<file path="config.mk">
export PLATFORM = sky130hd
export DESIGN_NAME = intc_cmd_seq
export DESIGN_NICKNAME = d
export VERILOG_FILES = /design/src/rtl/intc_pkg.sv /design/src/rtl/intc_prio_pick.sv /design/src/rtl/intc_req_capture.sv /design/src/rtl/intc_cmd_seq.sv
export SDC_FILE = /design/constraint.sdc
export NUM_CORES = 1
export LEC_CHECK = 0
export CORE_ASPECT_RATIO = 1.25
export CORE_MARGIN = 2
export CORE_UTILIZATION = 40
export DETAILED_ROUTE_END_ITERATION = 8
export PLACE_DENSITY_LB_ADDON = 0.2
export SKIP_LAST_GASP = 1
export SLEW_MARGIN = 15
export SYNTH_ARGS = -nofsm -noshare
export SYNTH_HDL_FRONTEND = slang
export SYNTH_SLANG_ARGS = --single-unit
</file>
<file path="constraint.sdc">
create_clock -name clk -period 14.1 [get_ports clk]
set_input_delay 2.115 -clock clk [delete_from_list [all_inputs] [get_ports clk]]
set_output_delay 2.115 -clock clk [all_outputs]
set_load 0.02 [all_outputs]
</file>
<file path="src/rtl/intc_pkg.sv">
// Shared types and command-word bit positions for the interrupt controller
// host port. The bit positions are fixed by the eight-bit command format.
package intc_pkg;

    // Initialisation sequencer state.
    typedef enum logic [1:0] {
        SEQ_READY = 2'd0,
        SEQ_BASE  = 2'd1,
        SEQ_CASC  = 2'd2,
        SEQ_MODE  = 2'd3
    } seq_state_t;

    // Operation command codes carried in data[7:5].
    typedef enum logic [2:0] {
        CMD_RAEOI_CLR  = 3'd0,
        CMD_EOI_TOP    = 3'd1,
        CMD_NOP        = 3'd2,
        CMD_EOI_LINE   = 3'd3,
        CMD_RAEOI_SET  = 3'd4,
        CMD_EOI_TOP_RT = 3'd5,
        CMD_SET_BASE   = 3'd6,
        CMD_EOI_LINE_RT = 3'd7
    } op_cmd_t;

    localparam int B_INIT    = 4;  // address 0: start initialisation
    localparam int B_READCMD = 3;  // address 0: read/poll command
    localparam int B_POLL    = 2;
    localparam int B_RSEL_EN = 1;
    localparam int B_RSEL    = 0;
    localparam int B_SMM_EN  = 6;
    localparam int B_SMM     = 5;
    localparam int B_NEED4   = 0;  // init word: fourth word follows
    localparam int B_NEST    = 4;  // fourth word: special nested
    localparam int B_AEOI    = 1;  // fourth word: auto end-of-interrupt
    localparam int CMD_LSB   = 5;

endpackage

</file>
<file path="src/rtl/intc_prio_pick.sv">
// Rotating priority picker.
// Finds the first set bit of vec, scanning from position base upward and
// wrapping. Reports the bit index and its rank (distance from base).
// Assumes NLINES is a power of two so index arithmetic wraps naturally.
module intc_prio_pick #(
    parameter int NLINES = 8,
    localparam int IDW   = $clog2(NLINES)
) (
    input  logic [NLINES-1:0] vec,
    input  logic [IDW-1:0]    base,
    output logic              found,
    output logic [IDW-1:0]    idx,
    output logic [IDW-1:0]    rank
);

    logic [IDW-1:0] pos;

    // Scan from worst rank to best so the best-ranked set bit is kept last.
    always_comb begin
        found = 1'b0;
        idx   = '0;
        rank  = '0;
        pos   = '0;
        for (int r = NLINES - 1; r >= 0; r--) begin
            pos = base + IDW'(r);
            if (vec[pos]) begin
                found = 1'b1;
                idx   = pos;
                rank  = IDW'(r);
            end
        end
    end

endmodule

</file>
<file path="src/rtl/intc_req_capture.sv">
// Request capture stage.
// Per line: level mode mirrors the input; edge mode latches a 0->1
// transition and holds it until cleared. Assumes clear requests and new
// edges seldom coincide; when they do, the new edge wins.
module intc_req_capture #(
    parameter int NLINES = 8
) (
    input  logic              clk,
    input  logic              rst_n,
    input  logic [NLINES-1:0] irq_in,
    input  logic [NLINES-1:0] trig_level,
    input  logic              init_clr,
    input  logic [NLINES-1:0] req_clr,
    output logic [NLINES-1:0] irr
);

    logic [NLINES-1:0] last_q;
    logic [NLINES-1:0] irr_q;
    logic [NLINES-1:0] rise;
    logic [NLINES-1:0] edge_next;

    // Edge detection and next value of the edge-captured requests.
    always_comb begin
        rise      = irq_in & ~last_q;
        edge_next = init_clr ? '0 : ((irr_q & ~req_clr) | rise);
    end

    // Input history and request register update.
    always_ff @(posedge clk) begin
        if (!rst_n) begin
            last_q <= '0;
            irr_q  <= '0;
        end else begin
            last_q <= irq_in;
            irr_q  <= (trig_level & irq_in) | (~trig_level & edge_next);
        end
    end

    assign irr = irr_q;

    for (genvar i = 0; i < NLINES; i++) begin : g_line_chk
        // an edge-mode line latches a request after a rising input
        p_edge_latch_r5: assert property (@(posedge clk) disable iff (!rst_n)
            (!trig_level[i] && irq_in[i] && !last_q[i] && !init_clr) |=> irr_q[i]);
        // a level-mode line follows its input one clock later
        p_level_mirror_r5: assert property (@(posedge clk) disable iff (!rst_n)
            trig_level[i] |=> (irr_q[i] == $past(irq_in[i])));
    end

endmodule

</file>
<file path="src/rtl/intc_cmd_seq.sv">
// Host port and command sequencer of an eight-input interrupt controller.
// Runs the initialisation word sequence, decodes operation commands, holds
// mask / in-service / rotation / vector-base state and serves register,
// poll and acknowledge accesses. Assumes wr_en, ack and rd_en are not
// raised together; if they are, the write wins, then ack, then read.
module intc_cmd_seq
    import intc_pkg::*;
#(
    parameter int NLINES       = 8,
    parameter int DATA_W       = 8,
    parameter int CASCADE_LINE = 2,
    localparam int IDW         = $clog2(NLINES),
    localparam int NPICK       = 3
) (
    input  logic              clk,
    input  logic              rst_n,
    input  logic [NLINES-1:0] irq_in,
    input  logic [NLINES-1:0] trig_level,
    input  logic              addr,
    input  logic              wr_en,
    input  logic              rd_en,
    input  logic [DATA_W-1:0] wdata,
    output logic [DATA_W-1:0] rdata,
    input  logic              ack,
    output logic [DATA_W-1:0] ack_vector
);

    localparam logic [NLINES-1:0] CASC_BIT = NLINES'(1) << CASCADE_LINE;

    seq_state_t        seq_q;
    logic [NLINES-1:0] imr_q;
    logic [NLINES-1:0] isr_q;
    logic [IDW-1:0]    rot_q;
    logic [DATA_W-1:0] vbase_q;
    logic              need4_q;
    logic              rd_isr_q;
    logic              poll_q;
    logic              smm_q;
    logic              aeoi_q;
    logic              rot_aeoi_q;
    logic              nest_q;

    logic [NLINES-1:0] irr;
    logic [NLINES-1:0] req_vec;
    logic [NLINES-1:0] eff_isr;
    logic [NLINES-1:0] pick_vec   [NPICK];
    logic              pick_found [NPICK];
    logic [IDW-1:0]    pick_idx   [NPICK];
    logic [IDW-1:0]    pick_rank  [NPICK];
    logic              pend;
    logic [IDW-1:0]    win_id;
    logic [NLINES-1:0] win_bit;
    logic              init_wr;
    logic              take_ack;
    logic              take_poll;
    logic [NLINES-1:0] req_clr;
    op_cmd_t           cmd;

    // Request capture stage.
    intc_req_capture #(.NLINES(NLINES)) u_capture (
        .clk       (clk),
        .rst_n     (rst_n),
        .irq_in    (irq_in),
        .trig_level(trig_level),
        .init_clr  (init_wr),
        .req_clr   (req_clr),
        .irr       (irr)
    );

    // Vectors the pickers rank: live requests, blocking in-service, raw in-service.
    always_comb begin
        req_vec = irr & ~imr_q;
        eff_isr = isr_q;
        if (nest_q) eff_isr = eff_isr & ~CASC_BIT;
        if (smm_q)  eff_isr = eff_isr & ~imr_q;
        pick_vec[0] = req_vec;
        pick_vec[1] = eff_isr;
        pick_vec[2] = isr_q;
    end

    for (genvar k = 0; k < NPICK; k++) begin : g_pick
        intc_prio_pick #(.NLINES(NLINES)) u_pick (
            .vec  (pick_vec[k]),
            .base (rot_q),
            .found(pick_found[k]),
            .idx  (pick_idx[k]),
            .rank (pick_rank[k])
        );
        // a picker only reports a set bit, at its rotated rank
        p_pick_r6: assert property (@(posedge clk) disable iff (!rst_n)
            pick_found[k] |-> (pick_vec[k][pick_idx[k]] &&
                               (IDW'(pick_idx[k] - rot_q) == pick_rank[k])));
    end

    // Winner selection and strobe qualification.
    always_comb begin
        pend      = pick_found[0] && (!pick_found[1] || (pick_rank[0] < pick_rank[1]));
        win_id    = pend ? pick_idx[0] : '1;
        win_bit   = NLINES'(1) << pick_idx[0];
        init_wr   = wr_en && !addr && wdata[B_INIT];
        take_ack  = ack && !wr_en;
        take_poll = rd_en && !wr_en && !ack && poll_q;
        req_clr   = ((take_ack || take_poll) && pend) ? win_bit : '0;
        cmd       = op_cmd_t'(wdata[CMD_LSB +: 3]);
    end

    // Acknowledge vector, valid while ack is high.
    assign ack_vector = vbase_q | DATA_W'(win_id);

    // Read data mux, valid while rd_en is high.
    always_comb begin
        rdata = '0;
        if (rd_en) begin
            if (poll_q)        rdata = DATA_W'(win_id);
            else if (addr)     rdata = DATA_W'(imr_q);
            else if (rd_isr_q) rdata = DATA_W'(isr_q);
            else               rdata = DATA_W'(irr);
        end
    end

    // Control state: init sequence, commands, acknowledge and poll effects.
    always_ff @(posedge clk) begin
        if (!rst_n) begin
            seq_q      <= SEQ_READY;
            imr_q      <= '0;
            isr_q      <= '0;
            rot_q      <= '0;
            vbase_q    <= '0;
            need4_q    <= 1'b0;
            rd_isr_q   <= 1'b0;
            poll_q     <= 1'b0;
            smm_q      <= 1'b0;
            aeoi_q     <= 1'b0;
            rot_aeoi_q <= 1'b0;
            nest_q     <= 1'b0;
        end else if (wr_en && !addr) begin
            if (wdata[B_INIT]) begin
                seq_q      <= SEQ_BASE;
                imr_q      <= '0;
                isr_q      <= '0;
                rot_q      <= '0;
                vbase_q    <= '0;
                need4_q    <= wdata[B_NEED4];
                rd_isr_q   <= 1'b0;
                poll_q     <= 1'b0;
                smm_q      <= 1'b0;
                aeoi_q     <= 1'b0;
                rot_aeoi_q <= 1'b0;
                nest_q     <= 1'b0;
            end else if (wdata[B_READCMD]) begin
                if (wdata[B_POLL])    poll_q   <= 1'b1;
                if (wdata[B_RSEL_EN]) rd_isr_q <= wdata[B_RSEL];
                if (wdata[B_SMM_EN])  smm_q    <= wdata[B_SMM];
            end else begin
                case (cmd)
                    CMD_RAEOI_CLR, CMD_RAEOI_SET: rot_aeoi_q <= cmd[2];
                    CMD_EOI_TOP, CMD_EOI_TOP_RT: begin
                        if (pick_found[2]) begin
                            isr_q[pick_idx[2]] <= 1'b0;
                            if (cmd == CMD_EOI_TOP_RT) rot_q <= pick_idx[2] + 1'b1;
                        end
                    end
                    CMD_EOI_LINE: isr_q[wdata[IDW-1:0]] <= 1'b0;
                    CMD_SET_BASE: rot_q <= wdata[IDW-1:0] + 1'b1;
                    CMD_EOI_LINE_RT: begin
                        isr_q[wdata[IDW-1:0]] <= 1'b0;
                        rot_q <= wdata[IDW-1:0] + 1'b1;
                    end
                    default: ;
                endcase
            end
        end else if (wr_en) begin
            case (seq_q)
                SEQ_READY: imr_q <= wdata[NLINES-1:0];
                SEQ_BASE: begin
                    vbase_q <= {wdata[DATA_W-1:IDW], IDW'(0)};
                    seq_q   <= SEQ_CASC;
                end
                SEQ_CASC: seq_q <= need4_q ? SEQ_MODE : SEQ_READY;
                SEQ_MODE: begin
                    nest_q <= wdata[B_NEST];
                    aeoi_q <= wdata[B_AEOI];
                    seq_q  <= SEQ_READY;
                end
                default: seq_q <= SEQ_READY;
            endcase
        end else if (take_ack) begin
            if (pend) begin
                if (!aeoi_q)         isr_q[win_id] <= 1'b1;
                else if (rot_aeoi_q) rot_q <= win_id + 1'b1;
            end
        end else if (take_poll) begin
            poll_q <= 1'b0;
            if (pend) isr_q[win_id] <= 1'b0;
        end
    end

    // starting initialisation empties mask and in-service and awaits the base word
    p_init_clear_r2: assert property (@(posedge clk) disable iff (!rst_n)
        init_wr |=> (imr_q == '0 && isr_q == '0 && seq_q == SEQ_BASE));
    // outside initialisation an address-1 write loads the mask
    p_mask_load_r3: assert property (@(posedge clk) disable iff (!rst_n)
        (wr_en && addr && seq_q == SEQ_READY) |=> (imr_q == $past(wdata[NLINES-1:0])));
    // acknowledge without auto end-of-interrupt marks the winner in service
    p_ack_isr_r7: assert property (@(posedge clk) disable iff (!rst_n)
        (take_ack && pend && !aeoi_q) |=> isr_q[$past(win_id)]);
    // acknowledge under auto end-of-interrupt leaves in-service untouched
    p_aeoi_keep_r8: assert property (@(posedge clk) disable iff (!rst_n)
        (take_ack && aeoi_q) |=> $stable(isr_q));
    // command 7 moves the rotation base past the named line
    p_rot_cmd7_r10: assert property (@(posedge clk) disable iff (!rst_n)
        (wr_en && !addr && !wdata[B_INIT] && !wdata[B_READCMD] && cmd == CMD_EOI_LINE_RT)
        |=> (rot_q == IDW'($past(wdata[IDW-1:0]) + 1'b1)));
    // a poll read always disarms poll
    p_poll_disarm_r12: assert property (@(posedge clk) disable iff (!rst_n)
        take_poll |=> !poll_q);

endmodule

</file>
* Yosys cells after proc, flatten, opt, wreduce, memory -nomap -nowiden *
Index checks and enable logic that the tools add are counted.

operators by class
  $add $sub $neg = 10
  $lt $le $gt $ge = 15
  eq/ne operators = 23
  shift-type cells = 1
  multiplexer cells = 176
  bitwise operators = 20
  reduce and logical (&&, ||, !) cells = 49

operators with widths
  kind                                                               number
  2-to-1 mux 8 bit                                                   24
  2-to-1 mux 3 bit                                                   44
  2-to-1 mux 1 bit                                                   74
  AND 8 bit                                                          9
  binary-select mux 1 bit (select 3 bit)                             24
  inverter 8 bit                                                     7
  less-than comparator 3 x 4 -> 1 bit, second input constant         11
  nonzero test 2 bit                                                 13
  bitwise OR 8 bit                                                   3
  AND reduction 3 bit                                                7
  one-hot mux 8 bit (2 select lines)                                 1
  adder 3 x 1 -> 3 bit, second input constant                        4
  adder 3 bit, second input constant                                 4
  equality test 3 bit, second input constant                         4
  inequality test 4 x 3 -> 1 bit, second input constant              3
  logical AND 1 bit                                                  11
  demux 1 bit (select 3 bit)                                         3
  greater-or-equal comparator 3 x 1 -> 1 bit, second input constant  3
  inequality test 3 x 2 -> 1 bit, second input constant              3
  inequality test 3 bit, second input constant                       3
  AND reduction 9 bit                                                1
  2-to-1 mux 2 bit                                                   4
  bitwise OR 8 x 3 -> 8 bit                                          1
  AND reduction 8 bit                                                1
  21 further kinds                                                   32

storage, ports and cells
  bits in registers = 52
  bits of input ports = 30
  output and inout bits = 16
  word-level logic and storage cells = 308

* Longest topological paths before layout *
  word-level depth = 28
  depth in mapped cells = 20
  gate-level depth less buffers = 17

* By module *
A second synthesis with hierarchy kept.

unflattened totals
  cells, all modules = 720
  area, all modules = 6032.0 um^2

by module, submodules not included
  module            instances  cells an instance  area each (um^2)  seq. area each (um^2)
  intc_prio_pick    3          103                920.9             0.0
  intc_cmd_seq      1          352                2606.2            660.6
  intc_req_capture  1          59                 663.1             320.3

* Least setup slack after synthesis *
Ideal clock, no wire load.

  path kind = reg-to-output
  from = reg rot_q[0]
  to = out rdata[2]
  arrival = 3.956 ns
  data required time = 11.985 ns
  setup slack = 8.029 ns
  stages on the path, launching flop included = 20
  path buffers = 5
  cell sequence = dfxtp_1 buf_6 inv_2 buf_2 ha_1 buf_2 inv_1 clkbuf_1 mux2i_1 a221oi_1 nor2_1 o21ai_0 a211o_1 ha_1 nand2_1 a311oi_2 buf_6 nor2_1 a21boi_1 o21a_1

on the way
  cells in the longest elaborated chain, start to end = 17
  elaborated cells between the ends (all ways) = 86
  those cells by class = add/sub: 7; order compare: 1; mux: 75; reduce/logical: 3

ends and longest elaborated chain
  what                                                                      RTL line              source
  start: declaration                                                        intc_cmd_seq.sv:33    logic [IDW-1:0] rot_q;
  start signal: assignment                                                  intc_cmd_seq.sv:160   if (cmd == CMD_EOI_TOP_RT) rot_q <= pick_idx[2] + 1'b1;
  start signal: assignment                                                  intc_cmd_seq.sv:164   CMD_SET_BASE: rot_q <= wdata[IDW-1:0] + 1'b1;
  start signal: assignment                                                  intc_cmd_seq.sv:167   rot_q <= wdata[IDW-1:0] + 1'b1;
  adder 3 bit                                                               intc_prio_pick.sv:25  pos = base + IDW'(r);
  binary-select mux 1 bit (select 3 bit)                                    intc_prio_pick.sv:26  if (vec[pos]) begin
  2-to-1 mux 1 bit (not written as such)                                    intc_prio_pick.sv:26
  2-to-1 mux 3 bit / 2-to-1 mux 1 bit (equally long branches) (8 in a row)  intc_prio_pick.sv:26
  less-than comparator 3 bit / zero test 1 bit (equally long branches)      intc_cmd_seq.sv:97    pend = pick_found[0] && (!pick_found[1] || (pick_rank[0] < pick_rank[1]));
  logical OR 1 bit                                                          intc_cmd_seq.sv:97
  logical AND 1 bit                                                         intc_cmd_seq.sv:97
  2-to-1 mux 3 bit (*)                                                      intc_cmd_seq.sv:98    win_id = pend ? pick_idx[0] : '1;
  2-to-1 mux 8 bit (*)                                                      intc_cmd_seq.sv:114   if (poll_q) rdata = DATA_W'(win_id);
  2-to-1 mux 8 bit (*)                                                      intc_cmd_seq.sv:113   if (rd_en) begin
  end: declaration                                                          intc_cmd_seq.sv:23    output logic [DATA_W-1:0] rdata,

Mark *: on every way between the ends. The rest lies on a longest branch, timed or not. The select of a mux whose other input is x is not followed.

* Final worst setup path *
Same ends and word-level chain as after synthesis.

==> flow_summary_export.csv <==
group,metric,value,unit
timing,skew,0.006633,ns
setup_path,max_stage_delay,0.53,ns
power,p_seq_share,23.7,%
global_route,grt_max_degree,50,
detailed_routing,vias,5658,
floorplanning,die_h,135.5,um
logic_synthesis,synth.distinct_cells,93,
power,p_sw,319.3,uW
clock_network,clkLatencyLatePin,0.29,ns
hold_path,hold_depth,2,
setup_path,crit_slowest_cell,"buf_4",
timing,grt_setup_unrepaired,"no",
setup_path,required,11.98,ns
clock_network,ctsHoldBuffers,0,
floorplanning,die_w,109.2,um
setup_path,crit_family,"buffers and inverters",
floorplanning,core-area,0.01363,mm^2
global_route,grt_pass1_vias,5441,
detailed_routing,antenna_left,0,
power,comb_power_share,58.9,%
cells_and_area,n_antenna_cell,0,
logic_synthesis,yosysWarningCount,0,
setup_path,crit_chain,"buf_4 -> inv_2 -> ha_1 -> xor2_2 -> mux2_2 -> a21oi_1 -> nand2b_1 -> nor3_1 -> ha_1 -> a21oi_1 -> a31o_2 -> nand2_4 -> nor2_1 -> a21boi_1 -> o21a_1 -> clkdlybuf4s50_1",
power,ir_drop,0.08302,mV
setup_path,cp.arrival,5.43,ns
clock_network,root_buffer,"clkbuf_16",
logic_synthesis,yosysMostFrequentCell,"nor2_1",
global_route,track_usage,26.67,%
clock_network,cts_num_sinks,49,
timing,slew_violations,0,
logic_synthesis,synth_area_leader_cell,"dfxtp_1",
floorplanning,io_pins,46,
hold_path,min_path_type,"register to register",
detailed_routing,wl_per_cell,22.53,um
global_route,antenna_found_initial,0,
logic_synthesis,yosys-top-cells-area,"dfxtp_1 18%, mux4_2 8.1%, mux2i_1 8.0%",
timing,worst_slew_pin_slew,1.132,ns
placement,dp_cells,861,
global_route,grt_pass1_wl,30.37,mm
setup_path,reg2reg_slack,8.84,ns
power,p_clk_share,17.4,%
power,p_int,367.6,uW
cells_and_area,nFillCells,1355,
cells_and_area,instances_no_fill,868,
floorplanning,dieArea,0.01479,mm^2
cells_and_area,finalInstanceArea,0.006145,mm^2
timing,finalSetupTns,0,ns
cells_and_area,drive_gt1_share,11.69,%
cells_and_area,area_delta_synth_final,11.11,%
hold_path,min_to,"need4_q$_SDFFE_PN0P_",
logic_synthesis,synth_seq_cells,49,
logic_synthesis,syn_area_per_cell,8.097,um^2
logic_synthesis,synth_flop_cell,"dfxtp_1",
setup_path,crit_path_end_kind,"output port",
clock_network,cts_max_level,2,
clock_network,tritoncts,"yes",
logic_synthesis,yosysTopAreaCellShare,17.74,%
logic_synthesis,synth_area,0.005530,mm^2
global_route,grt-ovfl-total,0,
clock_network,cts_resized,0,
job,maxCapViolCount,0,
placement,io_buffers,45,
logic_synthesis,syn-num-nets,722,
timing,period_needed,7.548,ns
clock_network,clk_pin_slew,0.07,ns
floorplanning,rows,48,
cells_and_area,seq_area,982.2,um^2
detailed_routing,routed_wl,19.56,mm
placement,dp_hpwl,15.03,mm
floorplanning,start_util,40.57,%
logic_synthesis,synthTopCellsByCount,"88 x nor2_1, 49 x dfxtp_1, 44 x mux2i_1, 36 x a21oi_1, 31 x clkbuf_1",
timing,setup_viol,0,
logic_synthesis,seq_area_frac_synth,17.74,%
cells_and_area,layout.nets,732,
timing,slew_headroom,24.28,%
setup_path,worst_setup_path_start_kind,"register",
detailed_routing,firstDrtPassIters,8,
clock_network,cts_buffers,5,
cells_and_area,postLayoutCoreUtil,45.07,%
placement,gp_congestion,0.9639,
hold_path,hold_start,"need4_q$_SDFFE_PN0P_",
power,leakagePower,0.002253,uW
run_status,status,"finished clean",
cells_and_area,multi_input_area,0.004217,mm^2
detailed_routing,viasPerCell,6.518,
logic_synthesis,synth_edf_count,0,
timing,fmax,132.5,MHz
setup_path,path_buf_inv,3,
detailed_routing,drc_errors,0,
placement,place_area,0.006003,mm^2
clock_network,postCtsSetupRepairBufs,0,
setup_path,crit_type,"register to output port",
setup_path,rr_worst_depth,15,
logic_synthesis,netlist_instances,683,
timing,finalCritPeriodShare,53.53,%
clock_network,cts_buffer_depth,2,
timing,finalHoldViolations,0,
power,p_per_area,111.8,mW/mm^2
power,p_sw_share,46.48,%
detailed_routing,drt_iter0_drc,379,
setup_path,path_max_fanout,49,
setup_path,rr_startpoint,"rot_q[0]$_SDFFE_PN0P_",
logic_synthesis,synthArstFlopShare,0,%
==> routing by layer <==
metal  vias up  global-route usage (%)  routed length, um  part of all wire (%)
met5         -                       0                  0                     0
met4         0                   13.71               1000                   5.1
li1       2635                       -                  -                     -
met3        71                   2.309               1010                   5.2
met1      2700                   32.39               7835                    40
met2       252                   46.45               9708                    50
==> kinds of logic (layout without fill, tap and decap cells) <==
| group | count (synthesis) | in the layout | share of synthesized area, % |
|---|---|---|---|
| fa+ha+maj | 9 | 9 | 2.036 |
| buf+inv | 71 | 81 | 6.018 |
| compound gates | 214 | 214 | 29.25 |
| simple gates | 255 | 255 | 23.82 |
| mux | 79 | 79 | 19.64 |
| flops | 49 | 49 | 17.74 |
| xor+xnor | 6 | 6 | 1.493 |
==> cell usage in the layout (no fill, tap or decap), types with 8 or more instances in the layout <==
cell,netlist,routed
o21ai_0,26,26
nand3_1,18,18
and2_1,12,12
and3_1,13,13
mux2_2,11,11
mux4_2,20,20
a31oi_1,10,10
o21ai_1,9,9
a221oi_1,8,8
mux2i_1,44,44
nor3_1,19,19
clkdlybuf4s50_1,0,45
a211oi_1,11,11
nand2b_1,22,22
ha_1,9,9
nand2_1,26,26
nor2_1,88,88
inv_1,17,17
a22oi_1,19,19
dfxtp_1,49,48
nor2b_1,18,18
nand4_1,8,8
a21oi_1,36,36
==> stage by stage <==
stage	setup WS (ns)	hold WS [ns]	total power, uW
5_1_grt	6.236	0.5567	723.8
3_3_place_gp	7.052	0.4894	558.8
6_report	6.552	0.5183	686.9
3_5_place_dp	6.916	0.4949	561.5
2_1_floorplan	8.029	0.4602	454.1
4_1_cts	6.591	0.5158	680.6
==> power groups by stage <==
stage	sequential [uW]	combinational (uW)	clock [uW]
global route	164	434	127
finish	163	405	120
global placement	165	394	0
floorplan	155	299	0
CTS	162	398	120
detailed placement	165	396	0
==> worst reg2reg max path: cells and delay by family (launching register included) <==
kind                     cells  cell delay, ns
AO/OA/AOI/OAI                5            1.23
AND/OR/NAND/NOR              4            1.07
buffers and inverters        2            0.93
adder cells (fa/ha/maj)      2            0.72
XOR/XNOR                     1            0.48
multiplexers                 1            0.41
flip-flops                   1            0.31
==> cell type report <==
cell class | instances | share of cell area, %
clock inverters | 2 | 0.2647
well taps | 175 | 3.563
multi-input cells | 563 | 68.62
clock buffers | 5 | 2.036
flip-flops and latches | 49 | 15.98
repair buffers | 52 | 8.186
inverters | 22 | 1.344
==> worst max path at each step <==
stage	startpoint	endpoint	slack, ns	cells after the start
after detailed placement	rot_q[0]$_SDFFE_PN0P_	rdata[2]	6.92	16
after floorplan	rot_q[0]$_SDFFE_PN0P_	rdata[2]	8.03	19
after global placement	rot_q[0]$_SDFFE_PN0P_	rdata[2]	7.05	17
final	rot_q[0]$_SDFFE_PN0P_	rdata[2]	6.55	16
after CTS	rot_q[0]$_SDFFE_PN0P_	rdata[2]	6.59	16
after global routing	rot_q[0]$_SDFFE_PN0P_	rdata[2]	6.24	16
Power figures use the tool's default switching activity.
